<file path="src/rtl/rtc_cal_pkg.sv">
package rtc_cal_pkg;
  localparam int NUM_FIELDS = 8;
  localparam int FIELD_W    = 12;
  localparam int DATA_W     = 32;

  typedef struct packed {
    logic [11:0] year;
    logic [3:0]  month;
    logic [11:0] doy;
    logic [2:0]  dow;
    logic [4:0]  dom;
    logic [4:0]  hour;
    logic [5:0]  min;
    logic [5:0]  sec;
  } calTime_t;

  typedef struct packed {
    logic                  advance;
    logic [NUM_FIELDS-1:0] wrTime;
    logic [NUM_FIELDS-1:0] wrAlarm;
    logic [FIELD_W-1:0]    wrVal;
  } dpStrobe_t;

  function automatic logic [FIELD_W-1:0] widthMask(input int unsigned idx);
    case (idx)
      0, 1:    return 12'h03F;
      2, 3:    return 12'h01F;
      4:       return 12'h007;
      6:       return 12'h00F;
      5, 7:    return 12'hFFF;
      default: return 12'h000;
    endcase
  endfunction

  function automatic logic [FIELD_W-1:0] getField(input calTime_t t, input int unsigned idx);
    case (idx)
      0:       return FIELD_W'(t.sec);
      1:       return FIELD_W'(t.min);
      2:       return FIELD_W'(t.hour);
      3:       return FIELD_W'(t.dom);
      4:       return FIELD_W'(t.dow);
      5:       return t.doy;
      6:       return FIELD_W'(t.month);
      default: return t.year;
    endcase
  endfunction

  function automatic calTime_t setField(input calTime_t t, input int unsigned idx,
                                        input logic [FIELD_W-1:0] val);
    calTime_t r;
    r = t;
    case (idx)
      0:       r.sec   = val[5:0];
      1:       r.min   = val[5:0];
      2:       r.hour  = val[4:0];
      3:       r.dom   = val[4:0];
      4:       r.dow   = val[2:0];
      5:       r.doy   = val;
      6:       r.month = val[3:0];
      default: r.year  = val;
    endcase
    return r;
  endfunction

  function automatic logic [4:0] monthDays(input logic [3:0] m, input logic [11:0] y);
    case (m)
      4'd4, 4'd6, 4'd9, 4'd11: return 5'd30;
      4'd2:                    return (y[1:0] == 2'b00) ? 5'd29 : 5'd28;
      default:                 return 5'd31;
    endcase
  endfunction
endpackage

</file>
<file path="src/rtl/rtc_cal_datapath.sv">
module rtc_cal_datapath
  import rtc_cal_pkg::*;
(
  input  logic                                  clk,
  input  logic                                  rstN,
  input  dpStrobe_t                             strobe,
  output calTime_t                              timeNow,
  output logic [NUM_FIELDS-1:0]                 changedVec,
  output logic [NUM_FIELDS-1:0]                 matchVec,
  output logic [NUM_FIELDS-1:0][FIELD_W-1:0]    alarmVals
);
  calTime_t curTime, nxtTime;
  logic secWrap, minWrap, hourWrap, dayCarry, monthEnd, yearEnd;

  assign secWrap  = curTime.sec  >= 6'd59;
  assign minWrap  = curTime.min  >= 6'd59;
  assign hourWrap = curTime.hour >= 5'd23;
  assign dayCarry = secWrap && minWrap && hourWrap;
  assign monthEnd = curTime.dom >= monthDays(curTime.month, curTime.year);
  assign yearEnd  = monthEnd && (curTime.month >= 4'd12);

  always_comb begin
    nxtTime = curTime;
    if (strobe.advance) begin
      nxtTime.sec = secWrap ? 6'd0 : curTime.sec + 6'd1;
      if (secWrap)
        nxtTime.min = minWrap ? 6'd0 : curTime.min + 6'd1;
      if (secWrap && minWrap)
        nxtTime.hour = hourWrap ? 5'd0 : curTime.hour + 5'd1;
      if (dayCarry) begin
        nxtTime.dow = (curTime.dow >= 3'd6) ? 3'd0 : curTime.dow + 3'd1;
        nxtTime.dom = monthEnd ? 5'd1 : curTime.dom + 5'd1;
        nxtTime.doy = yearEnd ? 12'd1 : curTime.doy + 12'd1;
        if (yearEnd) begin
          nxtTime.month = 4'd1;
          nxtTime.year  = curTime.year + 12'd1;
        end else if (monthEnd) begin
          nxtTime.month = curTime.month + 4'd1;
        end
      end
    end
    for (int unsigned i = 0; i < NUM_FIELDS; i++)
      if (strobe.wrTime[i]) nxtTime = setField(nxtTime, i, strobe.wrVal);
  end

  always_ff @(posedge clk) begin
    if (!rstN) curTime <= '0;
    else       curTime <= nxtTime;
  end

  always_comb begin
    for (int unsigned i = 0; i < NUM_FIELDS; i++)
      changedVec[i] = strobe.advance && (getField(nxtTime, i) != getField(curTime, i));
  end

  for (genvar g = 0; g < NUM_FIELDS; g++) begin : gAlarm
    logic [FIELD_W-1:0] alarmReg;
    always_ff @(posedge clk) begin
      if (!rstN)                 alarmReg <= '0;
      else if (strobe.wrAlarm[g]) alarmReg <= strobe.wrVal & widthMask(g);
    end
    assign alarmVals[g] = alarmReg;
    assign matchVec[g]  = (getField(curTime, g) == alarmReg);
  end

  assign timeNow = curTime;
endmodule

</file>
<file path="src/rtl/rtc_cal_ctrl.sv">
module rtc_cal_ctrl
  import rtc_cal_pkg::*;
#(
  parameter int ADDR_W = 8
) (
  input  logic                               clk,
  input  logic                               rstN,
  input  logic                               tick,
  input  logic [ADDR_W-1:0]                  busAddr,
  input  logic                               busWe,
  input  logic [DATA_W-1:0]                  busWdata,
  output logic [DATA_W-1:0]                  busRdata,
  output logic                               irq,
  input  calTime_t                           timeNow,
  input  logic [NUM_FIELDS-1:0]              changedVec,
  input  logic [NUM_FIELDS-1:0]              matchVec,
  input  logic [NUM_FIELDS-1:0][FIELD_W-1:0] alarmVals,
  output dpStrobe_t                          strobe,
  output logic                               runEn,
  output logic [NUM_FIELDS-1:0]              alarmMask,
  output logic                               incFlag,
  output logic                               alarmFlag
);
  localparam logic [1:0] REGION_MISC  = 2'b00;
  localparam logic [1:0] REGION_TIME  = 2'b01;
  localparam logic [1:0] REGION_ALARM = 2'b11;

  logic                  hiOk, calDis, advDly, advance;
  logic [1:0]            region;
  logic [2:0]            slot;
  logic [NUM_FIELDS-1:0] incEn, wrTimeVec, wrAlarmVec;
  logic                  miscWe, flagWe, ctrlWe, incEnWe, maskWe, setInc, setAlarm;

  assign hiOk   = (busAddr >> 7) == '0;
  assign region = busAddr[6:5];
  assign slot   = busAddr[4:2];
  assign miscWe = busWe && hiOk && (region == REGION_MISC);
  assign flagWe  = miscWe && (slot == 3'd0);
  assign ctrlWe  = miscWe && (slot == 3'd2);
  assign incEnWe = miscWe && (slot == 3'd3);
  assign maskWe  = miscWe && (slot == 3'd4);
  assign advance = tick && runEn;

  always_comb begin
    for (int unsigned i = 0; i < NUM_FIELDS; i++) begin
      wrTimeVec[i]  = busWe && hiOk && !runEn && (region == REGION_TIME) && (slot == 3'(i));
      wrAlarmVec[i] = busWe && hiOk && (region == REGION_ALARM) && (slot == 3'(i));
    end
    strobe.advance = advance;
    strobe.wrTime  = wrTimeVec;
    strobe.wrAlarm = wrAlarmVec;
    strobe.wrVal   = busWdata[FIELD_W-1:0];
  end

  assign setInc   = advance && |(changedVec & incEn);
  assign setAlarm = advDly && (alarmMask != '1) && &(matchVec | alarmMask);

  always_ff @(posedge clk) begin
    if (!rstN) begin
      runEn     <= 1'b0;
      calDis    <= 1'b0;
      incEn     <= '0;
      alarmMask <= '1;
      advDly    <= 1'b0;
      incFlag   <= 1'b0;
      alarmFlag <= 1'b0;
    end else begin
      advDly <= advance;
      if (ctrlWe) begin
        runEn  <= busWdata[0];
        calDis <= busWdata[4];
      end
      if (incEnWe) incEn     <= busWdata[NUM_FIELDS-1:0];
      if (maskWe)  alarmMask <= busWdata[NUM_FIELDS-1:0];
      if (flagWe && busWdata[0]) incFlag   <= 1'b0;
      if (setInc)                incFlag   <= 1'b1;
      if (flagWe && busWdata[1]) alarmFlag <= 1'b0;
      if (setAlarm)              alarmFlag <= 1'b1;
    end
  end

  assign irq = incFlag | alarmFlag;

  always_comb begin
    busRdata = '0;
    if (hiOk) begin
      case (region)
        REGION_TIME:  busRdata = DATA_W'(getField(timeNow, 32'(slot)));
        REGION_ALARM: busRdata = DATA_W'(alarmVals[slot]);
        REGION_MISC: begin
          case (slot)
            3'd0: busRdata = {30'b0, alarmFlag, incFlag};
            3'd2: busRdata = {27'b0, calDis, 3'b0, runEn};
            3'd3: busRdata = DATA_W'(incEn);
            3'd4: busRdata = DATA_W'(alarmMask);
            3'd5: busRdata = {5'b0, timeNow.dow, 3'b0, timeNow.hour, 2'b0,
                              timeNow.min, 2'b0, timeNow.sec};
            3'd6: busRdata = {4'b0, timeNow.year, 4'b0, timeNow.month, 3'b0, timeNow.dom};
            3'd7: busRdata = {20'b0, timeNow.doy};
            default: busRdata = '0;
          endcase
        end
        default: busRdata = '0;
      endcase
    end
  end
endmodule

</file>
<file path="src/rtl/rtc_calendar.sv">
module rtc_calendar
  import rtc_cal_pkg::*;
#(
  parameter int ADDR_W = 8
) (
  input  logic              clk,
  input  logic              rstN,
  input  logic              tick,
  input  logic [ADDR_W-1:0] busAddr,
  input  logic              busWe,
  input  logic [31:0]       busWdata,
  output logic [31:0]       busRdata,
  output logic              irq
);
  dpStrobe_t                          strobe;
  calTime_t                           curTime;
  logic [NUM_FIELDS-1:0]              changedVec, matchVec, alarmMask;
  logic [NUM_FIELDS-1:0][FIELD_W-1:0] alarmVals;
  logic                               runEn, incFlag, alarmFlag;

  rtc_cal_ctrl #(.ADDR_W(ADDR_W)) u_ctrl (
    .clk(clk), .rstN(rstN), .tick(tick),
    .busAddr(busAddr), .busWe(busWe), .busWdata(busWdata), .busRdata(busRdata),
    .irq(irq), .timeNow(curTime), .changedVec(changedVec), .matchVec(matchVec),
    .alarmVals(alarmVals), .strobe(strobe), .runEn(runEn), .alarmMask(alarmMask),
    .incFlag(incFlag), .alarmFlag(alarmFlag)
  );

  rtc_cal_datapath u_dp (
    .clk(clk), .rstN(rstN), .strobe(strobe), .timeNow(curTime),
    .changedVec(changedVec), .matchVec(matchVec), .alarmVals(alarmVals)
  );
endmodule

</file>
<file path="config.mk">
export PLATFORM = sky130hd
export DESIGN_NAME = rtc_calendar
export DESIGN_NICKNAME = d
export VERILOG_FILES = /design/src/rtl/rtc_cal_pkg.sv /design/src/rtl/rtc_cal_datapath.sv /design/src/rtl/rtc_cal_ctrl.sv /design/src/rtl/rtc_calendar.sv
export SDC_FILE = /design/constraint.sdc
export NUM_CORES = 1
export LEC_CHECK = 0
export ABC_AREA = 0
export BUFFER_PORTS_ARGS = -buffer_cell sky130_fd_sc_hd__buf_4
export CORE_MARGIN = 5
export CORE_UTILIZATION = 46
export DETAILED_ROUTE_END_ITERATION = 10
export PLACE_DENSITY_LB_ADDON = 0.3
export RECOVER_POWER = 100
export SYNTH_ARGS = -nofsm -noshare
export SYNTH_HDL_FRONTEND = slang
export SYNTH_SLANG_ARGS = --single-unit
</file>
<file path="constraint.sdc">
create_clock -name clk -period 7 [get_ports clk]
set_input_delay 1.05 -clock clk [delete_from_list [all_inputs] [get_ports clk]]
set_output_delay 1.05 -clock clk [all_outputs]
set_load 0.05 [all_outputs]
</file>
Word level (Yosys, flattened, before mapping)
Index checks and enable logic that the tools add are counted.

Register bits after elaboration: 127. Bits of input ports: 44. Output and inout port bits: 33. Logic and storage cells: 157.

$add $sub $neg: 8. $lt $le $gt $ge: 7. Equal/unequal tests: 31. Multiplexer cells: 33. Bitwise gates (word level): 3. Reductions and logical operators: 52.

Operators by type and width (number): $pmux 28 s7 (1); $mux 53 (2); $pmux 32 s3 (1); $pmux 12 s7 (1); $mux 12 (4); $logic_and 1x1->1 (42); $mux 41 (1); $mux 37 (1); $bmux 12 s3 (1); $mux 36 (1); $mux 32 (1); $mux 25 (1); $add 12x1->12 const B (2); $eq 12x12->1 (2); $mux 6 (4); $ne 12x12->1 (2); $mux 22 (1); $mux 17 (1); $mux 5 (3); $add 6x1->6 const B (2); $eq 3x3->1 const B (4); $eq 6x6->1 (2); $ge 6x6->1 const B (2); $ne 6x6->1 (2); other kinds (37) (50).

Logic depth before layout (Yosys ltp)
Gate-level depths: netlist of the first run.

Word-level depth: 22. Depth in mapped cells: 16. Mapped depth without buffers: 14.

Modules after synthesis
Synthesis of the first run repeated with hierarchy kept, for this count alone.

Cell total of the unflattened synthesis: 1235. Area total of the unflattened synthesis: 9969.6 um^2.

By module, submodules not included: rtc_cal_datapath (instances 1, cells an instance 845, area an instance 6849.1 um^2, seq. area each 2122.0 um^2); rtc_cal_ctrl (instances 1, cells an instance 390, area an instance 3120.5 um^2, seq. area each 420.4 um^2).

Least setup slack after synthesis of the first run
Ideal clock, no wire load.

Kind: input port to output port. From: in busAddr[2]. To: out busRdata[4]. Data arrival time: 3.033 ns. Data required time: 5.950 ns. Slack: 2.917 ns. Stages on the path: 8. Buffers on the path: 3. Path through: buf_2 > buf_2 > clkbuf_1 > nand2_1 > o22ai_1 > a22oi_1 > or2_2 > a21oi_1.

Longest elaborated chain between the ends: 4. Elaborated cells on any way between the ends: 14. Classes of those cells: eq/ne (7); mux (6); reduce/logical (1).

RTL lines: from (decl) (RTL line rtc_calendar.sv:9) `input logic [ADDR_W-1:0] busAddr,`; $eq 3x3->1 (tied with other cells) (RTL line rtc_cal_ctrl.sv:91) `case (slot)`; $pmux 28 s7 (tied with other cells) (RTL line rtc_cal_ctrl.sv:91); $pmux 32 s3 (*) (RTL line rtc_cal_ctrl.sv:87) `case (region)`; $mux 32 (*) (RTL line rtc_cal_ctrl.sv:86) `if (hiOk) begin`; to (decl) (RTL line rtc_calendar.sv:12) `output logic [31:0] busRdata,`.

Every way passes the cells marked *; elsewhere a longest branch is shown, timed or not. The select of a mux whose other input is x is not followed.

Worst setup path in the final report of the first run
From: in rstN. To: reg u_dp.timeNow[41] (netlist name).

RTL lines: from (decl) (RTL line rtc_calendar.sv:7) `input logic rstN,`.

No word-level cell between the ends.

==> results.toml, run 1 <==
[timing]
report.final.slew_viol_count = 61
finalClockSkew_ns = 0.00680
maxSlewHeadroom = -0.433
worst-slew-pin-transition_ns = 2.13
final_hold_viol_count = 0
grt_setup_unrepaired = "no"
post_route_clock_period_utilization = 0.752
period_needed_ns = 5.26
fmax_ghz = 0.190
timing.final.setup_violations = 0
hold_ws_ns = 0.473
tns_ns = 0

[grt]
global_route_wire_length_before_repair_um = 52000
grt_overflow = 0
grt_usage = 0.280
grt_pass1_vias = 8821
antenna_violations_before_repair = 0
grt_start_max_net_pins = 62

[yosys]
synth.most_common_cell = "sky130_fd_sc_hd__nand2_1"
synth.cell_area_um2 = 9420
synth_edf_count = 0
yosysTopAreaCell = "sky130_fd_sc_hd__dfxtp_1"
yosys_warns = 0
netlist_instances = 1254
ys_seq_elements = 127
seq_area_frac_synth = 0.270
post_synth_num_cell_types = 79
synth.top_cells.by_area = "sky130_fd_sc_hd__dfxtp_1 27%, sky130_fd_sc_hd__nand2_1 6.5%, sky130_fd_sc_hd__xor2_1 6.1%"
avgSynthCellArea_um2 = 7.51
yosys-top-cells-count = "163 x sky130_fd_sc_hd__nand2_1, 127 x sky130_fd_sc_hd__dfxtp_1, 101 x sky130_fd_sc_hd__a21oi_1, 97 x sky130_fd_sc_hd__nor2_1, 88 x sky130_fd_sc_hd__clkbuf_1"
async_flop_share = 0
synth-main-ff-cell = "sky130_fd_sc_hd__dfxtp_1"
synthDominantCellAreaShare = 0.270

[cells_and_area]
area_growth_syn_to_layout_pct = 6.65
share_of_final_layout_standard_cells_stronger_than_drive_strength_1 = 0.0811
final_nets = 1254

[worst_setup_path]
worstSetupPathDepth = 4
regToRegSetupSlack_ns = 2.09
path_buf_inv = 3
timing.critical_path.cells = "clkbuf_1 > clkinvlp_2 > clkbuf_2 > a211oi_1"
critical_path_arrival_ns = 5.57
timing.rr.end = "u_dp.timeNow[52]"
worstSetupEndpointType = "flip-flop"
worst_path_max_delay_cell = "sky130_fd_sc_hd__clkinvlp_2"
timing.critical_path.slowest_cell_delay_ns = 1.88
crit_family = "buffers and inverters"
cp-start-kind = "input pin"
data_required_critical_path_ns = 7.31
reg2regPathDepth = 14
timing_worst_setup_path_type = "in2reg"
rr_startpoint = "u_dp.timeNow[37]"
critical_path.max_fanout = 61

[clocking]
clock_tree_from_tritoncts = "done"
cts_repair_resize_count = 0
cts.path.max_buffers = 2
clk_transition_reported_paths_ns = 0.06
clock-sinks = 127
cts.root.buffer_cell = "sky130_fd_sc_hd__clkbuf_16"
worstSkewPairLatency_ns = 0.43
cts_max_level = 4
post_cts_hold_buffer_count = 0
cts.repair_timing.setup_buffer_count = 0
cts_made_buffers = 17

[outcome]
outcome = "complete, but fails checks"
violations = "max-capacitance violations, max-slew violations"

[worst_hold_path]
hp-class = "reg2reg"
hold-path-cell-count = 2
worstHoldEndpoint = "u_ctrl.calDis"
timing.hold.worst.start = "u_ctrl.calDis"

[drt]
totalWireLength_um = 33700
detailedRoute.firstPassIterationCount = 6
vias = 9564
ant_nets = 0
vias_per_cell = 6.47
routed_wire_length_per_instance_um = 22.8
post-route-drc-count = 0
drt-initial-drc-count = 1254

[floorplan]
floorplan.initialDensity = 0.467
fp.coreArea_um2 = 20200
pin_count = 77
floorplan.die.height_um = 153
dieWidth_um = 153
die-area_um2 = 23400
placement_rows = 52

[power]
ir_worst_vdd_mv = 0.148
p_total_uw = 1840
powerDensity_nw_per_um2 = 183
p_leak_uw = 0.00357

[job]
reported_max_cap_violation_count = 2

[place]
port-buffer-count = 48
gp_congestion = 0.956
post-dp-hpwl_um = 22800
-- power breakdown --
| group | internal, uW | switching [uW] |
|---|---|---|
| registers | 727 | 12.2 |
| logic | 44.1 | 116 |
| clock network | 564 | 377 |
-- cells in the final DEF (no fill, tap or decap), drive strengths merged, types with 10 or more instances in the layout --
| master | n |
|---|---|
| buf | 26 |
| ha | 15 |
| nor4 | 21 |
| clkbuf | 49 |
| o22ai | 12 |
| xnor2 | 50 |
| nor2 | 99 |
| nand2 | 165 |
| and2 | 15 |
| a22oi | 33 |
| o21a | 12 |
| nor3 | 29 |
| nand2b | 11 |
| xor2 | 66 |
| nand3 | 74 |
| mux4 | 10 |
| dfxtp | 127 |
| a21oi | 101 |
| a31oi | 19 |
| o21ai | 60 |
| and3 | 11 |
| a211oi | 22 |
| inv | 21 |
| mux2i | 30 |
| nand4 | 15 |
-- through the flow --
stage               area, um^2  instances  setup WS [ns]  utilization
floorplan                 9440       1259           2.92            -
global placement          9580       1446           2.38        0.475
detailed placement        9580       1446           2.35        0.475
CTS                      10200       1478           2.36        0.505
global route             10000       1478           1.57        0.498
finish                   10000       1479           1.74        0.498
-- sequential cells by signal (all words and copies together) (netlist names), 8 cells and up --
| register | flops |
|---|---|
| u_dp.timeNow | 53 |
| u_ctrl.incEn | 8 |
| u_ctrl.alarmMask | 8 |
| u_dp.gAlarm.alarmReg | 53 |
-- worst max path at each step --
stage / from / to / slack (ns)
6_report: rstN / u_dp.timeNow[41] / 1.74
5_1_grt: rstN / u_dp.timeNow[41] / 1.57
4_1_cts: busAddr[3] / busRdata[1] / 2.36
3_5_place_dp: busAddr[3] / busRdata[1] / 2.35
3_3_place_gp: busAddr[3] / busRdata[0] / 2.38
2_1_floorplan: busAddr[2] / busRdata[4] / 2.92
-- worst register-to-register path, cell delays in order, from the launching register on --
cell and delay [ns]:
sky130_fd_sc_hd__dfxtp_1 0.62, sky130_fd_sc_hd__inv_1 0.19, sky130_fd_sc_hd__ha_1 0.25, sky130_fd_sc_hd__o21ai_0 0.14
sky130_fd_sc_hd__o21ai_0 0.10, sky130_fd_sc_hd__o21ai_0 0.21, sky130_fd_sc_hd__ha_1 0.15, sky130_fd_sc_hd__nand2b_1 0.11
sky130_fd_sc_hd__a21oi_1 0.09, sky130_fd_sc_hd__nor4_1 1.71, sky130_fd_sc_hd__nand4_1 0.31, sky130_fd_sc_hd__or2_0 0.44
sky130_fd_sc_hd__nor3_4 0.18, sky130_fd_sc_hd__xnor2_1 0.10, sky130_fd_sc_hd__a211oi_1 0.23
-- kinds of logic (layout without fill, tap and decap cells) --
group / count (synthesis) / after routing / share of synthesized area
buf+inv: 160 / 109 / 0.0749
fa+ha+maj: 17 / 17 / 0.0220
other cells: 1 / 7 / 0.000398
compound gates: 324 / 324 / 0.223
mux: 47 / 47 / 0.0642
simple gates: 462 / 462 / 0.238
flops: 127 / 127 / 0.270
xor+xnor: 116 / 116 / 0.108
-- metal layers --
metal	track usage	wire [um]
met3	0.0469	3300
met4	0.129	1610
met5	0	0
met1	0.389	14000
met2	0.427	14800
-- area by class of cell --
type | instances | area, um^2
Sequential cell | 127 | 2540
Clock inverter | 15 | 186
Multi-Input combinational cell | 972 | 6160
Clock buffer | 17 | 425
Tap cell | 270 | 338
Fill cell | 2038 | 10100
Timing Repair Buffer | 58 | 317
Antenna cell | 1 | 2.50
Inverter | 19 | 72.6
(Power assumes the default switching activity.)
==> run 2: changes to the inputs <==
==> constraint.sdc (replaced) <==
create_clock -name clk -period 4.6 [get_ports clk]
set_input_delay 0.69 -clock clk [delete_from_list [all_inputs] [get_ports clk]]
set_output_delay 0.69 -clock clk [all_outputs]
set_load 0.05 [all_outputs]
==> run 2 against run 1 <==
Against the previous run:
- non-clock buffer count up 7
- via count up 0.15%
- flip-flop and latch count unchanged
- hold slack worse by 0.0058 ns
- total power up 49%
- critical path depth up 4
- critical endpoint is now busRdata[0]
- core utilization up 0.29 points
- cell count up 0.41%
- global-route usage up 0.050 points
- die area unchanged
- routed wire length up 0.79%
- the run still ends with max-capacitance violations, max-slew violations left
- worst setup slack worse by 1.4 ns
==> results.toml, run 2 (synthesis gave the netlist of run 1 again) <==
[clocking]
post_cts_hold_buffer_count = 0
cts.repair_timing.setup_buffer_count = 0
clock-sinks = 127
clk_transition_reported_paths_ns = 0.06
clock_tree_from_tritoncts = "done"
cts.root.buffer_cell = "sky130_fd_sc_hd__clkbuf_16"
cts_repair_resize_count = 0
cts_max_level = 4
worstSkewPairLatency_ns = 0.43
cts.path.max_buffers = 2
cts_made_buffers = 17

[place]
place_inst = 1453
gp_congestion = 0.963
port-buffer-count = 48
post-dp-hpwl_um = 23000

[worst_setup_path]
worstSetupEndpointType = "output port"
critical_path.max_fanout = 57
timing.rr.end = "u_dp.timeNow[52]"
path_common_cell = "sky130_fd_sc_hd__clkbuf_1"
regToRegSetupSlack_ns = 0.87
endpoint_of_the_most_critical_setup_path = "busRdata[0]"
reg2regPathDepth = 14
data_required_critical_path_ns = 3.91
cp_launch_point = "busAddr[3]"
cp-start-kind = "input pin"
rr_startpoint = "u_dp.timeNow[37]"
critical_path_arrival_ns = 3.56
timing.critical_path.slowest_cell_delay_ns = 0.53
timing.critical_path.cells = "buf_4 > nand2_1 > nor2_1 > clkbuf_1 > a221oi_1 > o221ai_1 > and2_1 > clkbuf_1"
timing_worst_setup_path_type = "in2out"
worst_path_max_delay_cell = "sky130_fd_sc_hd__buf_4"

[cells_and_area]
share_of_final_layout_standard_cells_stronger_than_drive_strength_1 = 0.0897
area_growth_syn_to_layout_pct = 7.27
final_common_cell = "sky130_fd_sc_hd__nand2_1"
final_util = 0.501
mostFrequentLayoutCells = "163 x sky130_fd_sc_hd__nand2_1, 127 x sky130_fd_sc_hd__dfxtp_1, 101 x sky130_fd_sc_hd__a21oi_1"
n_fill_cell = 2037
final_nets = 1261
n_antenna_cell = 0
finalNonFillerCells = 1485

[power]
powerDensity_nw_per_um2 = 272
share_seq_of_total_power = 0.409
clock_network_fraction_of_design_power = 0.500
p_total_uw = 2750
power.share.combinational = 0.091
p_leak_uw = 0.00363
power_report.internal_total_uw = 1980
switching_share = 0.279
switchingPower_uw = 767
ir_worst_vdd_mv = 0.229

[drt]
post-route-drc-count = 0
drt-initial-drc-count = 1487
totalWireLength_um = 34000
detailedRoute.firstPassIterationCount = 6
vias = 9578
ant_nets = 0
vias_per_cell = 6.45
routed_wire_length_per_instance_um = 22.9

[timing]
post_route_clock_period_utilization = 0.924
fmax_ghz = 0.235
maxSlewHeadroom = -0.165
timing.final.setup_violations = 0
final_hold_viol_count = 0
worst-slew-pin-transition_ns = 1.74
tns_ns = 0
grt_setup_unrepaired = "no"
period_needed_ns = 4.25
hold_ws_ns = 0.468
finalClockSkew_ns = 0.0117
report.final.slew_viol_count = 49

[floorplan]
die-area_um2 = 23400
fp.coreArea_um2 = 20200
pin_count = 77
placement_rows = 52
dieWidth_um = 153
floorplan.die.height_um = 153
floorplan.initialDensity = 0.467

[grt]
grt_usage = 0.281
global_route_wire_length_before_repair_um = 51800
grt_start_max_net_pins = 61
grt_pass1_vias = 8775
grt_overflow = 0
antenna_violations_before_repair = 0

[outcome]
violations = "max-capacitance violations, max-slew violations"
outcome = "complete, but fails checks"

[worst_hold_path]
hold-path-cell-count = 2
hp-class = "reg2reg"

[job]
reported_max_cap_violation_count = 1
[run 2: cell types whose count changed in the layout (fill, tap and decap cells not counted), sizes merged]
cell and delta:
buf +11, bufinv -1, clkbuf -3, diode -1
[run 2: how the worst min path moves through the flow]
| stage | start | to | slack (ns) |
|---|---|---|---|
| floorplan | u_ctrl.calDis | u_ctrl.calDis | 0.44 |
| global placement | u_ctrl.calDis | u_ctrl.calDis | 0.45 |
| detailed placement | u_ctrl.calDis | u_ctrl.calDis | 0.46 |
| CTS | u_ctrl.calDis | u_ctrl.calDis | 0.47 |
| global route | u_ctrl.calDis | u_ctrl.calDis | 0.49 |
| finish | u_ctrl.calDis | u_ctrl.calDis | 0.47 |
[run 2: metrics by stage]
step                      instance area, um^2  setup slack, ns
after floorplan                          9440             1.24
after global placement                   9630             1.06
after detailed placement                 9630             1.02
after CTS                               10200             1.00
after global routing                    10100            0.358
final                                   10100            0.348
[run 2: cell type report]
type,count,area [um^2],area share
clock buffers,18,429,0.0425
clock inverters,14,160,0.0158
inverters,19,72.6,0.00718
multi-input cells,972,6180,0.611
flip-flops and latches,127,2540,0.252
well taps,270,338,0.0334
repair buffers,65,384,0.0380
[run 2: routing by layer]
metal  GRT usage  up-vias  routed length (um)
li1            -     4337                   -
met1       0.386     4559               13900
met2       0.433      570               15300
met3      0.0464      112                3410
met4       0.128        0                1430
met5           0        -                   0
[run 2: power groups by stage]
stage	registers, uW	clock network, uW	logic (uW)
floorplan	1130	0	186
global placement	1150	0	244
detailed placement	1150	0	246
CTS	1120	1380	247
global route	1120	1430	263
finish	1120	1370	250
[run 2: worst max-delay path, delay by kind of cell]
kind,cells,cell delay [ns]
buf+inv,3,1.50
compound gates,2,0.48
simple gates,3,0.86
==> run 3: changes to the inputs <==
==> constraint.sdc (replaced) <==
create_clock -name clk -period 5 [get_ports clk]
set_input_delay 0.75 -clock clk [delete_from_list [all_inputs] [get_ports clk]]
set_output_delay 0.75 -clock clk [all_outputs]
set_load 0.05 [all_outputs]
==> run 3 against run 2 <==
Against the previous run:
- the flow still finishes with violations (max-capacitance violations, max-slew violations)
- sequential share of layout area fell by 0.059 points
- design area rose by 0.24%
- critical path depth rose by 1
- highest routed layer unchanged
- combinational power fell by 8.4%
- largest power group unchanged
- via count barely moved
- worst setup slack improved by 0.45 ns
- global-route usage rose by 0.55 points
- register-to-register slack improved by 0.30 ns
- sequential power fell by 7%
==> results.toml, run 3 (synthesis gave the netlist of run 1 again) <==
[cells_and_area]
share_of_final_layout_standard_cells_stronger_than_drive_strength_1 = 0.0890
mostFrequentLayoutCells = "163 x sky130_fd_sc_hd__nand2_1, 127 x sky130_fd_sc_hd__dfxtp_1, 101 x sky130_fd_sc_hd__a21oi_1"
n_antenna_cell = 0
area_growth_syn_to_layout_pct = 7.52
final_nets = 1260
finalNonFillerCells = 1484
final_common_cell = "sky130_fd_sc_hd__nand2_1"
final_util = 0.502

[clocking]
cts.repair_timing.setup_buffer_count = 0
clock-sinks = 127
post_cts_hold_buffer_count = 0
worstSkewPairLatency_ns = 0.43
clock_tree_from_tritoncts = "done"
cts_max_level = 4
cts_repair_resize_count = 0
cts.path.max_buffers = 2
cts.root.buffer_cell = "sky130_fd_sc_hd__clkbuf_16"
cts_made_buffers = 17
clk_transition_reported_paths_ns = 0.06

[drt]
vias_per_cell = 6.45
post-route-drc-count = 0
routed_wire_length_per_instance_um = 23.1
drt-initial-drc-count = 1300
detailedRoute.firstPassIterationCount = 5
ant_nets = 0
vias = 9573
totalWireLength_um = 34300

[worst_setup_path]
critical_path_arrival_ns = 3.45
worstSetupEndpointType = "output port"
data_required_critical_path_ns = 4.25
timing_worst_setup_path_type = "in2out"
regToRegSetupSlack_ns = 1.17
cp_launch_point = "busAddr[4]"
reg2regPathDepth = 14
critical_path.max_fanout = 40
rr_startpoint = "u_dp.timeNow[37]"
cp-start-kind = "input pin"
timing.rr.end = "u_dp.timeNow[52]"

[grt]
grt_overflow = 0
antenna_violations_before_repair = 0
grt_start_max_net_pins = 59
grt_usage = 0.287
grt_pass1_vias = 8818
global_route_wire_length_before_repair_um = 52900

[timing]
post_route_clock_period_utilization = 0.841
hold_ws_ns = 0.458
maxSlewHeadroom = -0.456
fmax_ghz = 0.238
timing.final.setup_violations = 0
period_needed_ns = 4.20
final_hold_viol_count = 0
tns_ns = 0
worst-slew-pin-transition_ns = 2.17
finalClockSkew_ns = 0.0110
report.final.slew_viol_count = 59
grt_setup_unrepaired = "no"

[worst_hold_path]
hold-path-cell-count = 2
worstHoldEndpoint = "u_ctrl.calDis"
timing.hold.worst.start = "u_ctrl.calDis"
hp-class = "reg2reg"

[floorplan]
dieWidth_um = 153
placement_rows = 52
floorplan.die.height_um = 153
fp.coreArea_um2 = 20200
floorplan.initialDensity = 0.467
pin_count = 77
die-area_um2 = 23400

[job]
reported_max_cap_violation_count = 1

[power]
p_total_uw = 2600
powerDensity_nw_per_um2 = 256
p_leak_uw = 0.00365
ir_worst_vdd_mv = 0.218

[outcome]
violations = "max-capacitance violations, max-slew violations"
outcome = "complete, but fails checks"

[place]
place_inst = 1452
port-buffer-count = 48
gp_congestion = 0.964
post-dp-hpwl_um = 23200
==> run 3: worst max-delay path by stage <==
stage                endpoint  cells past startpoint
6_report          busRdata[1]                      9
5_1_grt           busRdata[1]                      9
4_1_cts        u_ctrl.incFlag                     14
3_5_place_dp   u_ctrl.incFlag                     13
3_3_place_gp      busRdata[1]                      9
2_1_floorplan     busRdata[4]                      8
==> run 3: area by class of cell <==
cell class,count,area (um^2)
clock inverters,12,159
repair buffers,64,377
multi-input cells,972,6170
clock buffers,20,467
fillers,2011,10000
flip-flops and latches,127,2540
inverters,19,72.6
well taps,270,338
==> run 3: power breakdown <==
group	leakage, uW	total, uW	internal (uW)	switching [uW]
clock	0.000303	1330	827	507
sequential	0.00102	1040	1020	17.6
combinational	0.00233	229	64.4	164
==> run 3: through the flow <==
stage / instance area (um^2) / setup slack (ns)
final: 10100 / 0.796
after global routing: 10100 / 0.654
after CTS: 10200 / 1.30
after detailed placement: 9620 / 1.33
after floorplan: 9440 / 1.52
after global placement: 9620 / 1.30
==> run 3: layer usage <==
metal / routed length, um / vias up / track usage
li1: - / 4341 / -
met3: 3300 / 118 / 0.0486
met4: 1630 / 0 / 0.137
met5: 0 / - / 0
met2: 15400 / 539 / 0.440
met1: 14000 / 4575 / 0.392
==> run 3: worst max-delay path, stage by stage <==
cell                       delay, ns
sky130_fd_sc_hd__buf_4          0.38
sky130_fd_sc_hd__inv_1          0.41
sky130_fd_sc_hd__nor3_1         0.43
sky130_fd_sc_hd__clkbuf_1       0.41
sky130_fd_sc_hd__a221o_1        0.23
sky130_fd_sc_hd__a21oi_1        0.06
sky130_fd_sc_hd__o22ai_1        0.16
sky130_fd_sc_hd__o21a_1         0.14
sky130_fd_sc_hd__clkbuf_1       0.47
